**src/rtl/utlb_pkg.sv**
```systemverilog
package utlb_pkg;
  localparam int VA_W   = 32;
  localparam int OFF_W  = 12;
  localparam int PN_W   = VA_W - OFF_W;
  localparam int ASID_W = 8;
  localparam int DOM_W  = 4;
  localparam int ATTR_W = 5;
  localparam int PERM_W = 2;

  typedef enum logic [1:0] {
    PG_4K  = 2'b00,
    PG_64K = 2'b01,
    PG_1M  = 2'b10,
    PG_16M = 2'b11
  } pageSize_e;

  typedef struct packed {
    logic              valid;
    logic              glob;
    logic [ASID_W-1:0] asid;
    logic [PN_W-1:0]   vpn;
    logic [PN_W-1:0]   ppn;
    pageSize_e         size;
    logic [DOM_W-1:0]  dom;
    logic [PERM_W-1:0] perm;
    logic [ATTR_W-1:0] attr;
  } tlbEntry_t;

  typedef struct packed {
    logic refillWe;
    logic clrAll;
    logic clrAsid;
    logic clrVa;
  } ctrlStrobe_t;

  // page-number bits that take part in a compare for a given size
  function automatic logic [PN_W-1:0] pageMask(pageSize_e s);
    logic [PN_W-1:0] m;
    case (s)
      PG_4K:   m = {PN_W{1'b1}};
      PG_64K:  m = {PN_W{1'b1}} << 4;
      PG_1M:   m = {PN_W{1'b1}} << 8;
      default: m = {PN_W{1'b1}} << 12;
    endcase
    return m;
  endfunction
endpackage

```
**src/rtl/utlb_datapath.sv**
```systemverilog
module utlb_datapath
  import utlb_pkg::*;
#(
  parameter int NUM_ENTRIES = 32,
  parameter int IDX_W = $clog2(NUM_ENTRIES)
) (
  input  logic              clk,
  input  logic              rstN,
  input  ctrlStrobe_t       strobe,
  input  logic [IDX_W-1:0]  slot,
  input  tlbEntry_t         newEntry,
  input  logic [VA_W-1:0]   lookupVa,
  input  logic [ASID_W-1:0] curAsid,
  input  logic [ASID_W-1:0] invAsidVal,
  input  logic [PN_W-1:0]   invVpn,
  output logic              anyHit,
  output tlbEntry_t         hitEntry,
  output logic [VA_W-1:0]   physAddr
);
  tlbEntry_t entries [NUM_ENTRIES];
  logic [NUM_ENTRIES-1:0] matchVec;
  logic [NUM_ENTRIES-1:0] clrVec;
  logic [PN_W-1:0] lookVpn;
  logic [IDX_W-1:0] selIdx;

  assign lookVpn = lookupVa[VA_W-1:OFF_W];

  for (genvar i = 0; i < NUM_ENTRIES; i++) begin : g_entry
    logic [PN_W-1:0] mask;
    logic tagEq, asidOk, invCover, asidKill;
    assign mask     = pageMask(entries[i].size);
    assign tagEq    = ((lookVpn ^ entries[i].vpn) & mask) == '0;
    assign asidOk   = entries[i].glob || (entries[i].asid == curAsid);
    assign matchVec[i] = entries[i].valid && tagEq && asidOk;
    assign invCover = ((invVpn ^ entries[i].vpn) & mask) == '0;
    assign asidKill = !entries[i].glob && (entries[i].asid == invAsidVal);
    assign clrVec[i] = strobe.clrAll || (strobe.clrAsid && asidKill)
                     || (strobe.clrVa && invCover);
  end

  always_ff @(posedge clk) begin
    for (int i = 0; i < NUM_ENTRIES; i++) begin
      if (!rstN) begin
        entries[i] <= '0;
      end else if (strobe.refillWe && slot == IDX_W'(i)) begin
        entries[i] <= newEntry;
      end else if (clrVec[i]) begin
        entries[i].valid <= 1'b0;
      end
    end
  end

  // lowest index wins
  always_comb begin
    selIdx = '0;
    for (int i = NUM_ENTRIES - 1; i >= 0; i--) begin
      if (matchVec[i]) selIdx = IDX_W'(i);
    end
  end

  assign anyHit   = |matchVec;
  assign hitEntry = entries[selIdx];

  logic [PN_W-1:0] hitMask;
  assign hitMask  = pageMask(hitEntry.size);
  assign physAddr = {(hitEntry.ppn & hitMask) | (lookVpn & ~hitMask),
                     lookupVa[OFF_W-1:0]};
endmodule

```
**src/rtl/utlb_perm.sv**
```systemverilog
module utlb_perm
  import utlb_pkg::*;
(
  input  logic              hitQual,
  input  logic [DOM_W-1:0]  dom,
  input  logic [PERM_W-1:0] perm,
  input  logic [2*(1<<DOM_W)-1:0] domainCtrl,
  input  logic              privMode,
  input  logic              writeAccess,
  output logic              domainFault,
  output logic              permFault
);
  logic [1:0] field;
  assign field = domainCtrl[2*dom +: 2];

  always_comb begin
    domainFault = 1'b0;
    permFault   = 1'b0;
    case (field)
      2'b11: ;
      2'b01: permFault = hitQual && ((!privMode && !perm[1]) ||
                                     (writeAccess && !perm[0]));
      default: domainFault = hitQual;
    endcase
  end
endmodule

```
**src/rtl/utlb_ctrl.sv**
```systemverilog
module utlb_ctrl
  import utlb_pkg::*;
#(
  parameter int NUM_ENTRIES = 32,
  parameter int IDX_W = $clog2(NUM_ENTRIES)
) (
  input  logic             clk,
  input  logic             rstN,
  input  logic             refillValid,
  input  logic             invAll,
  input  logic             invAsid,
  input  logic             invVa,
  output ctrlStrobe_t      strobe,
  output logic [IDX_W-1:0] rrPtr
);
  localparam logic [IDX_W-1:0] LAST = IDX_W'(NUM_ENTRIES - 1);

  assign strobe.refillWe = refillValid;
  assign strobe.clrAll   = invAll;
  assign strobe.clrAsid  = invAsid;
  assign strobe.clrVa    = invVa;

  always_ff @(posedge clk) begin
    if (!rstN) rrPtr <= '0;
    else if (refillValid) rrPtr <= (rrPtr == LAST) ? '0 : rrPtr + 1'b1;
  end
endmodule

```
**src/rtl/micro_tlb.sv**
```systemverilog
module micro_tlb
  import utlb_pkg::*;
#(
  parameter int NUM_ENTRIES = 32
) (
  input  logic              clk,
  input  logic              rstN,
  input  logic              lookupValid,
  input  logic [31:0]       lookupVa,
  input  logic [7:0]        curAsid,
  input  logic              privMode,
  input  logic              writeAccess,
  input  logic [31:0]       domainCtrl,
  output logic              hit,
  output logic              missReq,
  output logic [31:0]       physAddr,
  output logic [4:0]        attrOut,
  output logic              domainFault,
  output logic              permFault,
  input  logic              refillValid,
  input  logic [19:0]       refillVpn,
  input  logic [19:0]       refillPpn,
  input  logic [1:0]        refillSize,
  input  logic [7:0]        refillAsid,
  input  logic              refillGlobal,
  input  logic [3:0]        refillDomain,
  input  logic [1:0]        refillPerm,
  input  logic [4:0]        refillAttr,
  input  logic              invAll,
  input  logic              invAsid,
  input  logic [7:0]        invAsidVal,
  input  logic              invVa,
  input  logic [19:0]       invVpn
);
  localparam int IDX_W = $clog2(NUM_ENTRIES);

  ctrlStrobe_t      strobe;
  logic [IDX_W-1:0] rrPtr;
  tlbEntry_t        newEntry, hitEntry;
  logic             anyHit;

  assign newEntry = '{valid: 1'b1, glob: refillGlobal, asid: refillAsid,
                      vpn: refillVpn, ppn: refillPpn,
                      size: pageSize_e'(refillSize), dom: refillDomain,
                      perm: refillPerm, attr: refillAttr};

  utlb_ctrl #(.NUM_ENTRIES(NUM_ENTRIES), .IDX_W(IDX_W)) i_ctrl (
    .clk(clk), .rstN(rstN), .refillValid(refillValid), .invAll(invAll),
    .invAsid(invAsid), .invVa(invVa), .strobe(strobe), .rrPtr(rrPtr)
  );

  utlb_datapath #(.NUM_ENTRIES(NUM_ENTRIES), .IDX_W(IDX_W)) i_dp (
    .clk(clk), .rstN(rstN), .strobe(strobe), .slot(rrPtr),
    .newEntry(newEntry), .lookupVa(lookupVa), .curAsid(curAsid),
    .invAsidVal(invAsidVal), .invVpn(invVpn), .anyHit(anyHit),
    .hitEntry(hitEntry), .physAddr(physAddr)
  );

  assign hit     = lookupValid && anyHit;
  assign missReq = lookupValid && !anyHit;
  assign attrOut = hitEntry.attr;

  utlb_perm i_perm (
    .hitQual(hit), .dom(hitEntry.dom), .perm(hitEntry.perm),
    .domainCtrl(domainCtrl), .privMode(privMode),
    .writeAccess(writeAccess), .domainFault(domainFault),
    .permFault(permFault)
  );
endmodule

```
**config.mk**
```make
export PLATFORM = sky130hd
export DESIGN_NAME = micro_tlb
export DESIGN_NICKNAME = d
export VERILOG_FILES = /design/src/rtl/utlb_pkg.sv /design/src/rtl/utlb_datapath.sv /design/src/rtl/utlb_perm.sv /design/src/rtl/utlb_ctrl.sv /design/src/rtl/micro_tlb.sv
export SDC_FILE = /design/constraint.sdc
export NUM_CORES = 2
export LEC_CHECK = 0
export ABC_AREA = 1
export BUFFER_PORTS_ARGS = -buffer_cell sky130_fd_sc_hd__buf_4
export CORE_ASPECT_RATIO = 1.75
export CORE_MARGIN = 3
export CORE_UTILIZATION = 25
export DETAILED_ROUTE_END_ITERATION = 8
export GPL_TIMING_DRIVEN = 0
export HOLD_SLACK_MARGIN = 0.02
export PLACE_DENSITY = 0.43
export SYNTH_ARGS = -nofsm -noshare
export SYNTH_HDL_FRONTEND = slang
export SYNTH_SLANG_ARGS = --single-unit
```
**constraint.sdc**
```tcl
create_clock -name clk -period 5.25 [get_ports clk]
set_input_delay 0 -clock clk [delete_from_list [all_inputs] [get_ports clk]]
set_output_delay 0 -clock clk [all_outputs]
set_load 0.005 [all_outputs]
```
==> reports/metrics.yaml <==
synth:
  ys_seq_area_share_pct: 56.4
  synth_edf_count: 2016
  synth-main-ff-cell: "edfxtp_1"
  syn-cell-area_sq_um: 108000
  synth_top_area_cell: "edfxtp_1"
  ys_warn_count: 0
  syn_nets: 11300
  yosysUniqueCellTypes: 78
  async_flop_share_pct: 0
  synth.most_common_cell: "nor2_1"
  avgSynthCellArea_sq_um: 9.70
  synth_cells: 11100
  yosysTopAreaCellShare_pct: 56.3
  synth.area.top_cells: "edfxtp_1 (56%), nor2_1 (10%), xor2_1 (5.4%)"
  synth.ff_latch_count: 2021
  synth_commonest_cells: "nor2_1 (2911), edfxtp_1 (2016), nand2_1 (1045)"
critical_path:
  r2r_end: "i_dp.entries[15][52]"
  r2r_slack_ns: 1.00
  critPathRequiredTime_ns: 5.25
  path_buf_inv: 6
  endpoint_kind: "output pin"
  worstSetupStartpoint: "i_dp.entries[30][11]"
  critPathMaxFanout: 10
  reg2regPathDepth: 9
  cp_top_family: "simple AND/OR/NAND/NOR gates"
  crit_path_top_delay_cell: "o211ai_1"
  timing.rr.start: "i_ctrl.rrPtr[0]"
  critPathMaxStageDelay_ns: 0.73
  critPathKind: "reg2out"
  critPathArrivalTime_ns: 7.13
  crit_path_start_kind: "register"
clock_tree:
  htree_num_levels: 4
  clock-sinks: 2021
  cts_buffer_depth: 4
  cts_tree: "done"
  clk_pin_slew_worst_paths_ns: 0.07
  cts_root_buffer: "clkbuf_16"
  cts_buffers: 207
  insertion_delay_ns: 1.00
finish:
  final_cells: 17600
  finalNetCount: 11900
  drive_above_1_share_pct: 12.9
  area_growth_pct: 21.6
  fillers: 44700
  fin_area_sq_um: 131000
placed_design:
  hpwlAfterDp_microns: 500000
  port_buffers: 151
  dpl_cell_area_sq_um: 118000
  placed_cells: 16900
  globalplace.congestion: 1.01
detailed_routing:
  vias: 96300
  drt_wl_total_microns: 687000
  firstDrtPassIters: 9
  detail_route.wl_per_cell_microns: 39.0
  drc: 0
  drtAntennaViolNets: 0
  vias_per_cell: 5.47
  drtIter0Drc: 11200
sta:
  slew_violations: 212
  finalSetupViolCount: 27
  min_period_ns: 7.13
  rsz0062_at_grt: "yes"
  max_slew_margin_pct: -12.3
  timing.final.hold_violations: 0
  max_freq_mhz: 140
  skew_ns: 0.106
  setup_ws_ns: -1.88
  worstMarginPinSlew_ns: 1.68
  finalCritPeriodShare_pct: 136
power_and_ir_drop:
  p_per_area_nw_per_um2: 297
  ir_drop_mv: 0.304
  p_leak_nw: 49.2
die:
  coreArea_sq_um: 429000
  design.die.area_sq_um: 438000
  rows: 318
  die-height_microns: 874
  die_x_microns: 502
  io_pins: 212
  initial_utilization_pct: 25.1
worst_hold_path:
  hold_start: "refillPpn[0]"
  min_path_type: "in2reg"
  min_to: "i_dp.entries[14][13]"
  hold_depth: 4
global_route:
  track_usage_pct: 30.3
  grt_pass1_wl_microns: 879000
  antenna_found_initial: 61
  grt_max_degree: 40
  grt_pass1_vias: 92300
  overflow: 0
status:
  violations: "max-capacitance violations, max-slew violations, negative setup slack"
  status: "finished with violations"
flow_run:
  cap_violations: 27
cells in the final DEF, fill, tap and decap left out, types with 35 or more instances in the layout:
master / synthesis / layout
dlygate4sd3_1: 0 / 77
o22ai_1: 215 / 208
xnor2_1: 489 / 488
o41ai_1: 58 / 42
diode_2: 0 / 81
nand2_2: 5 / 50
nand2_1: 1045 / 946
o21ai_1: 64 / 85
nor4_1: 141 / 136
clkbuf_2: 0 / 60
inv_2: 56 / 59
edfxtp_1: 2016 / 2016
nand4_1: 126 / 126
nand2_4: 6 / 55
o211ai_1: 80 / 80
clkbuf_1: 574 / 496
nand3b_1: 38 / 38
buf_6: 43 / 105
nor3_1: 88 / 82
a221oi_1: 54 / 54
o2111ai_1: 45 / 44
buf_2: 146 / 90
buf_8: 1 / 52
clkinv_1: 4 / 65
a2111oi_0: 57 / 55
inv_1: 560 / 550
clkinv_2: 0 / 35
buf_12: 0 / 65
o21ai_0: 481 / 415
xor2_1: 661 / 661
nand3_1: 356 / 333
clkbuf_16: 0 / 223
a21oi_1: 154 / 142
buf_4: 76 / 288
nor2_1: 2911 / 2880
o221ai_1: 75 / 66
or2_2: 48 / 48
buf_16: 0 / 66
o32ai_1: 58 / 41
power by group:
part / internal (mW) / total [mW] / switching, mW
sequential: 18.4 / 18.8 / 0.437
combinational: 1.33 / 4.80 / 3.47
clock: 8.03 / 15.2 / 7.17
total: 27.7 / 38.8 / 11.1
sequential cells by signal, indices dropped and copies added (netlist names):
name / flops
i_dp.entries: 2016
i_ctrl.rrPtr: 5
worst register-to-register path, delay by kind of cell, from the launching register on:
family                     cells  cell delay (ns)
and+or+nand+nor                4             1.95
buffers and inverters          3             1.29
DFF                            1             0.41
adders and majority gates      2             0.37
worst max path at each step:
stage,depth (start not counted),end,slack (ns)
6_report,35,permFault,-1.88
5_1_grt,50,permFault,-1.89
4_1_cts,54,permFault,-1.43
3_5_place_dp,23,physAddr[31],-3.73
3_3_place_gp,22,physAddr[21],-6.71
2_1_floorplan,51,permFault,1.46
final cells by class:
type	count	area, sq um	area share (%)
clock inverter	125	977	0.747
multi-input combinational	7545	42600	32.6
sequential	2021	60600	46.4
buffer	896	5900	4.51
tap	5600	7010	5.36
inverter	623	2390	1.83
antenna	81	203	0.155
clock buffer	246	5390	4.12
timing repair buffer	464	5640	4.32
layer usage:
metal  routed length [microns]  track usage (%)
met2                    328000             51.0
met3                     50700             5.94
met5                        79                0
met1                    213000             29.4
met4                     95700             34.2
per-stage QoR:
stage,TNS [ns],worst slack (ns),hold slack [ns],utilization (%),total power [mW]
3_5_place_dp,-90.28,-3.73,0.167,27.6,23.6
4_1_cts,-35.98,-1.43,0.0238,30.2,38.6
3_3_place_gp,-890.47,-6.71,0.167,27.0,23.5
6_report,-43.17,-1.88,0.0596,30.5,38.8
5_1_grt,-44.50,-1.89,0.111,30.5,39.4
2_1_floorplan,0,1.46,0.0707,-,21.2
what timing repair did:
| action | 4_1_cts | 5_1_grt |
|---|---|---|
| buffers inserted | 81 | 46 |
| resized for setup | 805 | 164 |
| pin swaps | 96 | 106 |
| hold buffers | 77 | 0 |
| gates cloned | 11 | 6 |
| endpoints found under the setup margin | 29 | 27 |
| endpoints found under the hold margin | 1042 | 0 |
cells by family (layout without fill, tap and decap cells):
family,count (synthesis),in the layout,synth area share (%)
compound gates,1543,1543,9.42
xor+xnor,1150,1150,9.37
fa+ha+maj,6,6,0.0698
buf+inv,1521,2354,6.06
flops,2021,2021,56.4
mux,13,13,0.121
other cells,0,81,0
simple gates,4833,4833,18.6
(Power assumes the default switching activity.)
